[src/rtl/dit_pkg.sv]
package dit_pkg;
    localparam int NUM_TMR = 2;

    typedef logic [1:0] addr_t;
    localparam addr_t ADDR_PER_A = 2'd0;
    localparam addr_t ADDR_PER_B = 2'd1;
    localparam addr_t ADDR_MODE  = 2'd2;

    // mode word field positions
    localparam int MB_RUN_LO = 0;   // run A, run B
    localparam int MB_FLG_LO = 2;   // flag enable A, B
    localparam int MB_CLR_LO = 4;   // clear strobe A, B
    localparam int MODE_W    = 4;   // stored mode bits

    typedef enum logic {
        IRQ_QUIET  = 1'b0,
        IRQ_RAISED = 1'b1
    } irq_state_e;
endpackage

[src/rtl/dit_host_regs.sv]
module dit_host_regs
    import dit_pkg::*;
#(
    parameter int PER_W = 16
) (
    input  logic                            clk,
    input  logic                            rst_n,
    input  logic                            wr_en,
    input  addr_t                           wr_addr,
    input  logic [PER_W-1:0]                wr_data,
    output logic [NUM_TMR-1:0][PER_W-1:0]   period_o,
    output logic [NUM_TMR-1:0]              run_o,
    output logic [NUM_TMR-1:0]              flag_en_o,
    output logic [NUM_TMR-1:0]              clr_o
);
    logic [MODE_W-1:0]              mode_q;
    logic [NUM_TMR-1:0][PER_W-1:0]  period_q;
    logic                           mode_wr;

    assign mode_wr = wr_en && (wr_addr == ADDR_MODE);

    always_ff @(posedge clk) begin
        if (!rst_n) begin
            mode_q   <= '0;
            period_q <= '0;
        end else if (wr_en) begin
            unique case (wr_addr)
                ADDR_PER_A: period_q[0] <= wr_data;
                ADDR_PER_B: period_q[1] <= wr_data;
                ADDR_MODE:  mode_q      <= wr_data[MODE_W-1:0];
                default:    ;
            endcase
        end
    end

    always_comb begin
        period_o  = period_q;
        run_o     = mode_q[MB_RUN_LO +: NUM_TMR];
        flag_en_o = mode_q[MB_FLG_LO +: NUM_TMR];
        clr_o     = mode_wr ? wr_data[MB_CLR_LO +: NUM_TMR] : '0;
    end
endmodule

[src/rtl/dit_accum.sv]
module dit_accum #(
    parameter int PER_W   = 16,
    parameter int TICK_W  = 4,
    parameter int STEP_SH = 6,
    parameter int ACC_W   = 17
) (
    input  logic              clk,
    input  logic              rst_n,
    input  logic              run_i,
    input  logic [TICK_W-1:0] tick_n_i,
    input  logic [PER_W-1:0]  period_i,
    output logic              wrap_o,
    output logic [ACC_W-1:0]  acc_o
);
    logic [ACC_W-1:0] acc_q;
    logic [ACC_W-1:0] acc_d;
    logic [ACC_W-1:0] step;
    logic [ACC_W-1:0] sum;
    logic [ACC_W-1:0] per_ext;
    logic             adv;
    logic             hit;

    always_comb begin
        adv     = run_i && (tick_n_i != '0);
        step    = ACC_W'(tick_n_i) << STEP_SH;
        per_ext = ACC_W'(period_i);
        sum     = acc_q + step;
        hit     = adv && (sum >= per_ext);
        if (hit) begin
            acc_d = sum - per_ext;
        end else if (adv) begin
            acc_d = sum;
        end else begin
            acc_d = acc_q;
        end
    end

    always_ff @(posedge clk) begin
        if (!rst_n) begin
            acc_q <= '0;
        end else begin
            acc_q <= acc_d;
        end
    end

    assign wrap_o = hit;
    assign acc_o  = acc_q;
endmodule

[src/rtl/dit_status.sv]
module dit_status
    import dit_pkg::*;
(
    input  logic               clk,
    input  logic               rst_n,
    input  logic [NUM_TMR-1:0] wrap_i,
    input  logic [NUM_TMR-1:0] flag_en_i,
    input  logic [NUM_TMR-1:0] clr_i,
    output logic [NUM_TMR-1:0] flags_o,
    output logic               irq_o
);
    logic [NUM_TMR-1:0] flags_q;
    logic [NUM_TMR-1:0] flags_d;
    irq_state_e         state_q;
    irq_state_e         state_d;

    always_comb begin
        for (int i = 0; i < NUM_TMR; i++) begin
            // set has priority over clear
            flags_d[i] = (flags_q[i] && !clr_i[i]) || (wrap_i[i] && flag_en_i[i]);
        end
    end

    always_ff @(posedge clk) begin
        if (!rst_n) begin
            flags_q <= '0;
        end else begin
            flags_q <= flags_d;
        end
    end

    // state register
    always_ff @(posedge clk) begin
        if (!rst_n) begin
            state_q <= IRQ_QUIET;
        end else begin
            state_q <= state_d;
        end
    end

    // next state
    always_comb begin
        state_d = state_q;
        unique case (state_q)
            IRQ_QUIET:  if (flags_q != '0) state_d = IRQ_RAISED;
            IRQ_RAISED: if (flags_q == '0) state_d = IRQ_QUIET;
            default:    state_d = IRQ_QUIET;
        endcase
    end

    // outputs
    always_comb begin
        flags_o = flags_q;
        irq_o   = (state_q == IRQ_RAISED);
    end
endmodule

[src/rtl/dual_ival_timer.sv]
module dual_ival_timer
    import dit_pkg::*;
#(
    parameter int PER_W   = 16,
    parameter int TICK_W  = 4,
    parameter int STEP_SH = 6
) (
    input  logic              clk,
    input  logic              rst_n,
    input  logic              wr_en,
    input  logic [1:0]        wr_addr,
    input  logic [PER_W-1:0]  wr_data,
    input  logic [TICK_W-1:0] tick_n,
    output logic [7:0]        status_o,
    output logic              irq_o
);
    localparam int STEP_W = TICK_W + STEP_SH;
    localparam int ACC_W  = ((PER_W > STEP_W) ? PER_W : STEP_W) + 1;

    logic [NUM_TMR-1:0][PER_W-1:0] period;
    logic [NUM_TMR-1:0]            run_en;
    logic [NUM_TMR-1:0]            flag_en;
    logic [NUM_TMR-1:0]            clr_req;
    logic [NUM_TMR-1:0]            wrap;
    logic [NUM_TMR-1:0][ACC_W-1:0] acc_vec;
    logic [NUM_TMR-1:0]            flags;

    dit_host_regs #(.PER_W(PER_W)) u_regs (
        .clk       (clk),
        .rst_n     (rst_n),
        .wr_en     (wr_en),
        .wr_addr   (wr_addr),
        .wr_data   (wr_data),
        .period_o  (period),
        .run_o     (run_en),
        .flag_en_o (flag_en),
        .clr_o     (clr_req)
    );

    for (genvar t = 0; t < NUM_TMR; t++) begin : g_tmr
        dit_accum #(
            .PER_W   (PER_W),
            .TICK_W  (TICK_W),
            .STEP_SH (STEP_SH),
            .ACC_W   (ACC_W)
        ) u_acc (
            .clk      (clk),
            .rst_n    (rst_n),
            .run_i    (run_en[t]),
            .tick_n_i (tick_n),
            .period_i (period[t]),
            .wrap_o   (wrap[t]),
            .acc_o    (acc_vec[t])
        );
    end

    dit_status u_stat (
        .clk       (clk),
        .rst_n     (rst_n),
        .wrap_i    (wrap),
        .flag_en_i (flag_en),
        .clr_i     (clr_req),
        .flags_o   (flags),
        .irq_o     (irq_o)
    );

    assign status_o = {{(8 - NUM_TMR){1'b0}}, flags};
endmodule

[config.mk]
export PLATFORM = sky130hd
export DESIGN_NAME = dual_ival_timer
export DESIGN_NICKNAME = d
export VERILOG_FILES = /design/src/rtl/dit_pkg.sv /design/src/rtl/dit_host_regs.sv /design/src/rtl/dit_accum.sv /design/src/rtl/dit_status.sv /design/src/rtl/dual_ival_timer.sv
export SDC_FILE = /design/constraint.sdc
export NUM_CORES = 1
export LEC_CHECK = 0
export BUFFER_PORTS_ARGS = -buffer_cell sky130_fd_sc_hd__buf_2
export CORE_UTILIZATION = 65
export CTS_CLUSTER_SIZE = 24
export DETAILED_ROUTE_END_ITERATION = 8
export MAX_ROUTING_LAYER = met4
export PLACE_DENSITY = 0.82
export SYNTH_ARGS = -nofsm -noshare
export SYNTH_HDL_FRONTEND = slang
export SYNTH_SLANG_ARGS = --single-unit
export TNS_END_PERCENT = 20
[constraint.sdc]
create_clock -name clk -period 8.4 [get_ports clk]
set_input_delay 0.84 -clock clk [delete_from_list [all_inputs] [get_ports clk]]
set_output_delay 0.84 -clock clk [all_outputs]
set_load 0.005 [all_outputs]
; ---- Word level (Yosys, flattened, before mapping)
; Cells that the tools add are included.
[totals]
regBits = 73
inputBits = 25
out_inout_bits = 9
wordCells = 46
[classes]
addsub = 4
magnitude_cmp = 2
eq_ne = 2
n_mux = 8
bitwise = 1
n_reduce_logical = 22
[ops]
columns = cell, count
row1 = 2-to-1 mux 17 bit, 4
row2 = adder 17 x 10 -> 17 bit, 2
row3 = >= comparator 17 x 16 -> 1 bit, 2
row4 = subtractor 17 x 16 -> 17 bit, 2
row5 = logical AND 1 bit, 9
row6 = AND reduction 2 bit, 3
row7 = nonzero test 2 bit, 3
row8 = zero test 2 bit, 2
row9 = nonzero test 4 bit, 1
row10 = == test 2 x 1 -> 1 bit (second input constant), 1
row11 = == test 2 bit (second input constant), 1
row12 = zero test 1 bit, 2
row13 = logical OR 1 bit, 2
row14 = 2-to-1 mux 1 bit, 2
row15 = 2-to-1 mux 2 bit, 1
row16 = case mux 1 bit (2 select lines), 1
row17 = inverter 1 bit, 1

; ---- Longest topological paths before layout
; Gate-level depths: netlist of run 1.
[depth]
word_depth = 6
ltp_mapped = 18
mapped_depth_nobuf = 17

; ---- Modules after synthesis
; From an unflattened synthesis of run 1, not the netlist that was laid out.
[hier_totals]
cells_unflattened = 651
area_unflattened_um2 = 5395.2
[by_module_without_submodules]
columns = mod, instances, cells_per_inst, area_per_inst_um2
row1 = dit_accum (g_tmr[0].u_acc), 1, 250, 1994.4
row2 = dit_accum (g_tmr[1].u_acc), 1, 243, 1853.0
row3 = dit_host_regs, 1, 141, 1396.3
row4 = dit_status, 1, 10, 102.6
row5 = dual_ival_timer, 1, 7, 48.8

; ---- Worst setup path before layout of run 1
; No wires, ideal clock.
[synth_path]
kind = input to register
start = input tick_n[0]
end = register g_tmr[1].u_acc.acc_q[13]
arrival_time_ns = 4.022
t_required_ns = 8.309
slack_ns = 4.287
stages = 16
path_cell_list = ha_1 -> fa_1 -> a21o_1 -> a21oi_2 -> nor2b_1 -> and2_1 -> xnor2_1 -> ha_1 -> nand2_1 -> nor2_1 -> nand3_1 -> or4_1 -> nand3_1 -> a21oi_2 -> or3_1 -> a311oi_1
[synth_via]
elab_chain_cells = 4
[synth_rtl]
columns = item, line
row1 = "start, declared", dual_ival_timer.sv:13  ; input logic [TICK_W-1:0] tick_n,
row2 = adder 17 x 10 -> 17 bit / nonzero test 4 bit (equally long branches), "dit_accum.sv:27, dit_accum.sv:24"
row3 = >= comparator 17 x 16 -> 1 bit / logical AND 1 bit (equally long branches), "dit_accum.sv:28, dit_accum.sv:24"
row4 = logical AND 1 bit, dit_accum.sv:28  ; hit = adv && (sum >= per_ext);
row5 = 2-to-1 mux 17 bit / nonzero test 2 bit (equally long branches), -
row6 = "end signal, assigned", dit_accum.sv:40  ; acc_q <= '0;
row7 = "end signal, assigned", dit_accum.sv:42  ; acc_q <= acc_d;
row8 = "end, declared", dit_accum.sv:15  ; logic [ACC_W-1:0] acc_q;
; Parallel ways exist; a longest one is shown, timed or not. The select of a mux whose other input is x is not followed.
; A chain may end at the register's enable or synchronous reset.

; ---- Worst setup path in the final report of run 1
; Ends and elaborated chain as after synthesis.

==> results.py, run 1 <==
metrics = {
    "global_route": {
        "grt_pass1_wl_microns": 20600,
        "grt_overflow": 0,
        "grt_pass1_vias": 4405,
        "grt_util_all_layers": 0.320,
        "antenna_found_initial": 0,
        "grt_max_degree": 35,
    },
    "logic_synthesis": {
        "synthAdderAreaFrac": 0.114,
        "async_flop_share": 0,
        "synthSimpleGateAreaFrac": 0.210,
        "synth.area.top_cells": "dfxtp_1 (29%), ha_1 (9.8%), a21oi_1 (8.2%)",
        "postSynthCellCount": 655,
        "yosysSeqAreaShare": 0.286,
        "synth-compound-area-share": 0.229,
        "synth_edf_count": 0,
        "syn_avg_cell_area_sq_um": 7.79,
        "synth-xor-area-share": 0.0701,
        "yosysTopAreaCellShare": 0.286,
        "synth_top_family_by_area": "compound AO/OA/AOI/OAI gates",
        "synth-main-ff-cell": "dfxtp_1",
        "ys_types": 68,
        "syn_area_sq_mm": 0.00510,
        "synth-seq-cells": 73,
        "yosys_warnings": 0,
        "yosysTopAreaCell": "dfxtp_1",
        "muxShareOfSynthArea": 0.0235,
    },
    "timing": {
        "fin_tns_setup_ns": 0,
        "worst_pin_slew_ns": 0.787,
        "hold_viol": 0,
        "min_period_ns": 4.44,
        "max-slew-margin-rel": 0.475,
        "setup_violations": 0,
        "maxSlewViolCount": 0,
        "period_share": 0.529,
        "fmax_mhz": 225,
        "rsz0062_at_grt": "false",
        "clock_skew_ns": 0.0102,
    },
    "clocking": {
        "clockBufferDepth": 2,
        "cts_made_buffers": 9,
        "ctsResizeCount": 0,
        "cts_setup_buffers": 0,
        "cts_tree": "done",
        "h-tree-depth": 3,
        "clock-sinks": 73,
        "cts_root_buffer": "clkbuf_8",
        "clk_pin_slew_worst_paths_ns": 0.08,
        "clock_latency_ns": 0.36,
        "ctsHoldBuffers": 0,
    },
    "place": {
        "dp_cells": 758,
        "gp_congestion": 0.901,
        "hpwl_microns": 9040,
        "io_buffers": 27,
    },
    "setup_path": {
        "critPathKind": "in2reg",
        "crit_slowest_cell": "fa_1",
        "r2r_start": "g_tmr[1].u_acc.acc_o[7]$_SDFFE_PN0P_",
        "startpoint": "tick_n[0]",
        "r2r_end": "g_tmr[1].u_acc.acc_o[13]$_SDFFE_PN0P_",
        "reg2reg_depth": 17,
        "worstSetupEndpoint": "g_tmr[1].u_acc.acc_o[13]$_SDFFE_PN0P_",
        "worst-path-max-fanout": 20,
        "reg2reg_slack_ns": 4.21,
        "cp-start-kind": "primary input",
        "worst-path-buf-inv": 2,
        "path_delay_family": "simple AND/OR/NAND/NOR gates",
        "cp.depth": 18,
        "cp_data_required_time_ns": 8.66,
        "arrival_ns": 4.70,
        "max_stage_delay_ns": 0.40,
        "endpoint_kind": "flip-flop",
        "crit_chain": "buf_2 > ha_1 > fa_1 > a21o_1 > a21oi_2 > nor2b_1 > and2_1 > xnor2_1 > ha_1 > nand2_1 > nor2_1 > nand3_1 > or4_1 > nand3_1 > a21oi_2 > buf_4 > or3_1 > a311oi_1",
    },
    "power_and_ir_drop": {
        "power.density_mw_per_mm2": 168,
        "peakVddDrop_mv": 0.150,
        "power.total_w": 0.000906,
        "leakage_nw": 2.17,
    },
    "floorplanning": {
        "io_pins": 34,
        "die_h_microns": 90.6,
        "initial_core_util": 0.689,
        "die_x_microns": 90.6,
        "fp.coreArea_sq_mm": 0.00741,
        "die_area_sq_mm": 0.00821,
        "row_count": 31,
    },
    "run_status": {
        "status": "finished, final reports clean",
    },
    "routing": {
        "avgRoutedWirePerCell_microns": 15.6,
        "first_pass_iters": 5,
        "drt-total-wl_microns": 12100,
        "drc": 0,
        "vias_per_cell": 5.99,
        "ant_nets": 0,
        "vias": 4635,
        "first_iter_violations": 384,
    },
    "layout": {
        "nFillCells": 589,
        "final_cell_count_no_fill": 774,
        "nets": 739,
        "drive_above_1_share": 0.0978,
        "area_growth_pct": 6.03,
        "num_antenna_cells": 0,
        "postLayoutCoreUtil": 0.730,
    },
    "min_path": {
        "min-delay-start": "u_regs.period_o[17]$_SDFFE_PN0P_",
        "hold_path_class": "reg2reg",
    },
    "flow_run": {
        "cap_violations": 0,
    },
}
## Yosys cell counts (3+ instances only)
library cell / number
and3_1: 8
o21a_1: 4
o21bai_1: 4
and2_1: 3
o2111ai_1: 3
a21o_1: 15
nor2b_1: 10
o21ai_0: 33
nand2_1: 101
dfxtp_1: 73
a21oi_2: 3
mux2i_1: 12
or3_1: 8
inv_1: 45
ha_1: 40
clkbuf_1: 19
nor2_1: 35
a211oi_1: 10
nand3_1: 16
xor2_1: 11
nor4_1: 3
nor3_1: 9
a31o_2: 5
buf_4: 7
xnor2_1: 28
nand4_1: 6
a21oi_1: 84
fa_1: 4
nor3b_1: 3
## cells by family (layout without fill, tap and decap cells)
kind of cell    Yosys count  after routing
compound gates          187            187
xor+xnor                 40             40
fa+ha+maj                44             44
buf+inv                  76             91
flops                    73             73
mux                      12             12
other cells               1              6
simple gates            222            222
## cell type report
type | count | area [sq um] | share of cell area
clock inverter | 6 | 50.0 | 0.00925
multi-input combinational | 511 | 3320 | 0.614
timing repair buffer | 30 | 158 | 0.0291
clock buffer | 10 | 128 | 0.0236
tap | 99 | 124 | 0.0229
inverter | 45 | 169 | 0.0312
sequential | 73 | 1460 | 0.270
## report_power, final
group | leakage (nW) | switching (W) | internal (W)
registers | 0.592 | 0.00000774 | 0.000356
clock network | 0.0835 | 0.000143 | 0.000110
logic | 1.50 | 0.000172 | 0.000116
## tightest hold or removal path: stages (launching register included)
cell	delay, ns
dfxtp_1	0.32
nand2_1	0.05
a21oi_1	0.05
## routing by layer
layer | GRT usage | wire length (microns) | vias to the layer above
met1 | 0.420 | 5560 | 2146
met3 | 0.0589 | 853 | 16
met2 | 0.506 | 5500 | 158
met5 | - | 0 | -
li1 | - | - | 2315
met4 | 0.0860 | 160 | 0
## placed cells by master (no fill, tap or decap), drive strengths merged, types with 3 or more instances in the layout
master	n
nor4	4
clkinv	3
o21bai	4
inv	46
nor3b	3
clkbuf	10
o21a	4
nand3	16
xor2	11
o21ai	34
a211oi	12
nor2	37
and2	5
conb	6
xnor2	29
fa	4
or3	8
a21o	15
nor3	9
nor2b	10
o2111ai	3
dfxtp	73
buf	30
mux2i	12
a21oi	87
nand4	7
and3	9
a31o	5
ha	40
nand2	101
## sequential cells by signal, indices dropped and copies added, names as in the netlist
register / count
u_regs.mode_q: 4
g_tmr.u_acc.acc_o: 34
u_stat.irq_o: 1
u_regs.period_o: 32
u_stat.flags_o: 2
## through the flow
step | setup slack [ns] | area (sq um) | hold WS, ns
detailed placement | 3.63 | 5230 | 0.448
global route | 3.66 | 5410 | 0.479
floorplan | 4.29 | 5120 | 0.436
global placement | 3.75 | 5230 | 0.446
finish | 3.96 | 5410 | 0.459
CTS | 4.02 | 5410 | 0.458
## how the worst min path moves through the flow
stage | cells after the start | slack [ns] | endpoint
after detailed placement | 2 | 0.45 | u_regs.period_o[10]$_SDFFE_PN0P_
final | 2 | 0.46 | u_regs.period_o[17]$_SDFFE_PN0P_
after CTS | 2 | 0.46 | u_regs.period_o[10]$_SDFFE_PN0P_
after floorplan | 2 | 0.44 | u_regs.period_o[10]$_SDFFE_PN0P_
after global placement | 2 | 0.45 | u_regs.period_o[4]$_SDFFE_PN0P_
after global routing | 2 | 0.48 | u_regs.period_o[25]$_SDFFE_PN0P_
Power figures use the tool's default switching activity.
==> inputs of run 2 (changes only) <==
--- a/config.mk
+++ b/config.mk
@@ -6,11 +6,11 @@
 export NUM_CORES = 1
 export LEC_CHECK = 0
 export BUFFER_PORTS_ARGS = -buffer_cell sky130_fd_sc_hd__buf_2
-export CORE_UTILIZATION = 65
+export CORE_UTILIZATION = 62
 export CTS_CLUSTER_SIZE = 24
 export DETAILED_ROUTE_END_ITERATION = 8
 export MAX_ROUTING_LAYER = met4
-export PLACE_DENSITY = 0.82
+export PLACE_DENSITY = 0.78
 export SYNTH_ARGS = -nofsm -noshare
 export SYNTH_HDL_FRONTEND = slang
 export SYNTH_SLANG_ARGS = --single-unit
==> constraint.sdc (replaced) <==
create_clock -name clk -period 4.6 [get_ports clk]
set_input_delay 0.46 -clock clk [delete_from_list [all_inputs] [get_ports clk]]
set_output_delay 0.46 -clock clk [all_outputs]
set_load 0.005 [all_outputs]
==> results.py, run 2 (synthesized netlist as in run 1, its figures left out) <==
metrics = {
    "timing": {
        "setup_violations": 0,
        "worst_pin_slew_ns": 0.869,
        "period_share": 0.893,
        "whs_ns": 0.371,
        "max-slew-margin-rel": 0.420,
        "clock_skew_ns": 0.0103,
        "fmax_mhz": 244,
        "hold_viol": 0,
        "maxSlewViolCount": 0,
        "rsz0062_at_grt": "false",
        "min_period_ns": 4.11,
        "fin_tns_setup_ns": 0,
        "setup_slack_ns": 0.493,
    },
    "layout": {
        "layout_commonest_cell": "nand2_1",
        "postLayoutCoreUtil": 0.695,
        "drive_above_1_share": 0.102,
        "final_cell_mix": "nand2_1 (101), a21oi_1 (84), dfxtp_1 (73)",
        "postLayoutCellArea_sq_mm": 0.00545,
        "largest_reg_flops": 34,
        "area_growth_pct": 6.92,
        "nets": 742,
    },
    "power_and_ir_drop": {
        "p_sw_w": 0.000568,
        "power.density_mw_per_mm2": 311,
        "peakVddDrop_mv": 0.193,
        "switching_share": 0.334,
        "pwr-share-seq": 0.392,
        "p_clk_frac": 0.294,
        "combPwrFrac": 0.314,
        "leakage_nw": 2.20,
        "p_int_w": 0.00113,
    },
    "floorplanning": {
        "die_x_microns": 92.7,
        "die_area_sq_mm": 0.00859,
        "row_count": 32,
        "io_pins": 34,
        "initial_core_util": 0.650,
        "fp.coreArea_sq_mm": 0.00785,
        "die_h_microns": 92.7,
    },
    "routing": {
        "first_iter_violations": 273,
        "vias_per_cell": 5.96,
        "first_pass_iters": 5,
        "drt-total-wl_microns": 12000,
        "avgRoutedWirePerCell_microns": 15.4,
        "ant_nets": 0,
        "drc": 0,
        "vias": 4652,
    },
    "setup_path": {
        "worstSetupEndpoint": "g_tmr[1].u_acc.acc_o[13]$_SDFFE_PN0P_",
        "critPathKind": "reg2reg",
        "worst-path-max-fanout": 20,
        "startpoint": "g_tmr[1].u_acc.acc_o[6]$_SDFFE_PN0P_",
        "r2r_end": "g_tmr[1].u_acc.acc_o[13]$_SDFFE_PN0P_",
        "reg2reg_depth": 17,
        "endpoint_kind": "flip-flop",
        "cp_data_required_time_ns": 4.83,
        "reg2reg_slack_ns": 0.49,
        "r2r_start": "g_tmr[1].u_acc.acc_o[6]$_SDFFE_PN0P_",
        "cp-start-kind": "flip-flop",
        "arrival_ns": 4.34,
    },
    "place": {
        "io_buffers": 27,
        "hpwl_microns": 9000,
        "dp_slack_ns": 0.258,
        "gp_congestion": 0.897,
        "place_area_sq_mm": 0.00526,
    },
    "clocking": {
        "clockBufferDepth": 2,
        "clock_latency_ns": 0.34,
        "cts_tree": "done",
        "h-tree-depth": 3,
        "cts_made_buffers": 9,
        "ctsHoldBuffers": 0,
        "clock-sinks": 73,
        "clk_pin_slew_worst_paths_ns": 0.08,
        "cts_setup_buffers": 0,
        "ctsResizeCount": 0,
        "cts_root_buffer": "clkbuf_8",
    },
    "global_route": {
        "grt_overflow": 0,
        "grt_pass1_wl_microns": 20100,
        "grt_pass1_vias": 4300,
        "grt_util_all_layers": 0.303,
        "grt_max_degree": 40,
        "antenna_found_initial": 1,
    },
    "run_status": {
        "status": "finished, final reports clean",
    },
    "min_path": {
        "hold_path_class": "in2reg",
    },
    "flow_run": {
        "cap_violations": 0,
    },
}
## run 2: layer usage
layer,track usage,up-vias,wire length [microns]
met1,0.416,2161,5770
met5,-,-,0
li1,-,2324,-
met2,0.464,153,5320
met4,0.0910,0,140
met3,0.0419,14,805
## run 2: worst min-delay path by stage
stage,start,to,slack (ns),cells past startpoint
after floorplan,u_regs.period_o[10]$_SDFFE_PN0P_,u_regs.period_o[10]$_SDFFE_PN0P_,0.44,2
after global placement,u_regs.period_o[8]$_SDFFE_PN0P_,u_regs.period_o[8]$_SDFFE_PN0P_,0.45,2
after detailed placement,u_regs.period_o[25]$_SDFFE_PN0P_,u_regs.period_o[25]$_SDFFE_PN0P_,0.45,2
after CTS,wr_data[6],u_regs.period_o[6]$_SDFFE_PN0P_,0.36,3
after global routing,wr_data[8],u_regs.period_o[24]$_SDFFE_PN0P_,0.37,3
final,wr_data[9],u_regs.period_o[25]$_SDFFE_PN0P_,0.37,3
## run 2: layout make-up
cell class                      count  area (sq um)
Fill cell                         641          2390
Tap cell                          102           128
Timing Repair Buffer               33           180
Inverter                           45           169
Antenna cell                        1          2.50
Clock inverter                      5          56.3
Clock buffer                       10           138
Sequential cell                    73          1460
Multi-Input combinational cell    511          3320
## run 2: power by group through the flow
stage,registers (W),logic (W),clock network [W]
CTS,0.000665,0.000522,0.000506
finish,0.000665,0.000533,0.000500
floorplan,0.000675,0.000412,0
global route,0.000668,0.000589,0.000533
global placement,0.000679,0.000503,0
detailed placement,0.000679,0.000519,0
## run 2: critical path, cell delays in order, from the launching register on
cell and delay, ns:
dfxtp_1 0.33, ha_1 0.22, fa_1 0.40, a21o_1 0.21
a21oi_2 0.20, nor2b_1 0.09, and2_1 0.19, nand3_1 0.10
xnor2_1 0.15, ha_1 0.30, inv_1 0.16, o21bai_1 0.09
a21oi_1 0.17, nand3_1 0.10, a21oi_2 0.65, buf_4 0.30
nand2_1 0.07, a311oi_1 0.25
## run 2: stage by stage
| step | power, W | instances |
|---|---|---|
| after floorplan | 0.00109 | 660 |
| after global placement | 0.00118 | 764 |
| after detailed placement | 0.00120 | 764 |
| after CTS | 0.00169 | 779 |
| after global routing | 0.00179 | 780 |
| final | 0.00170 | 780 |
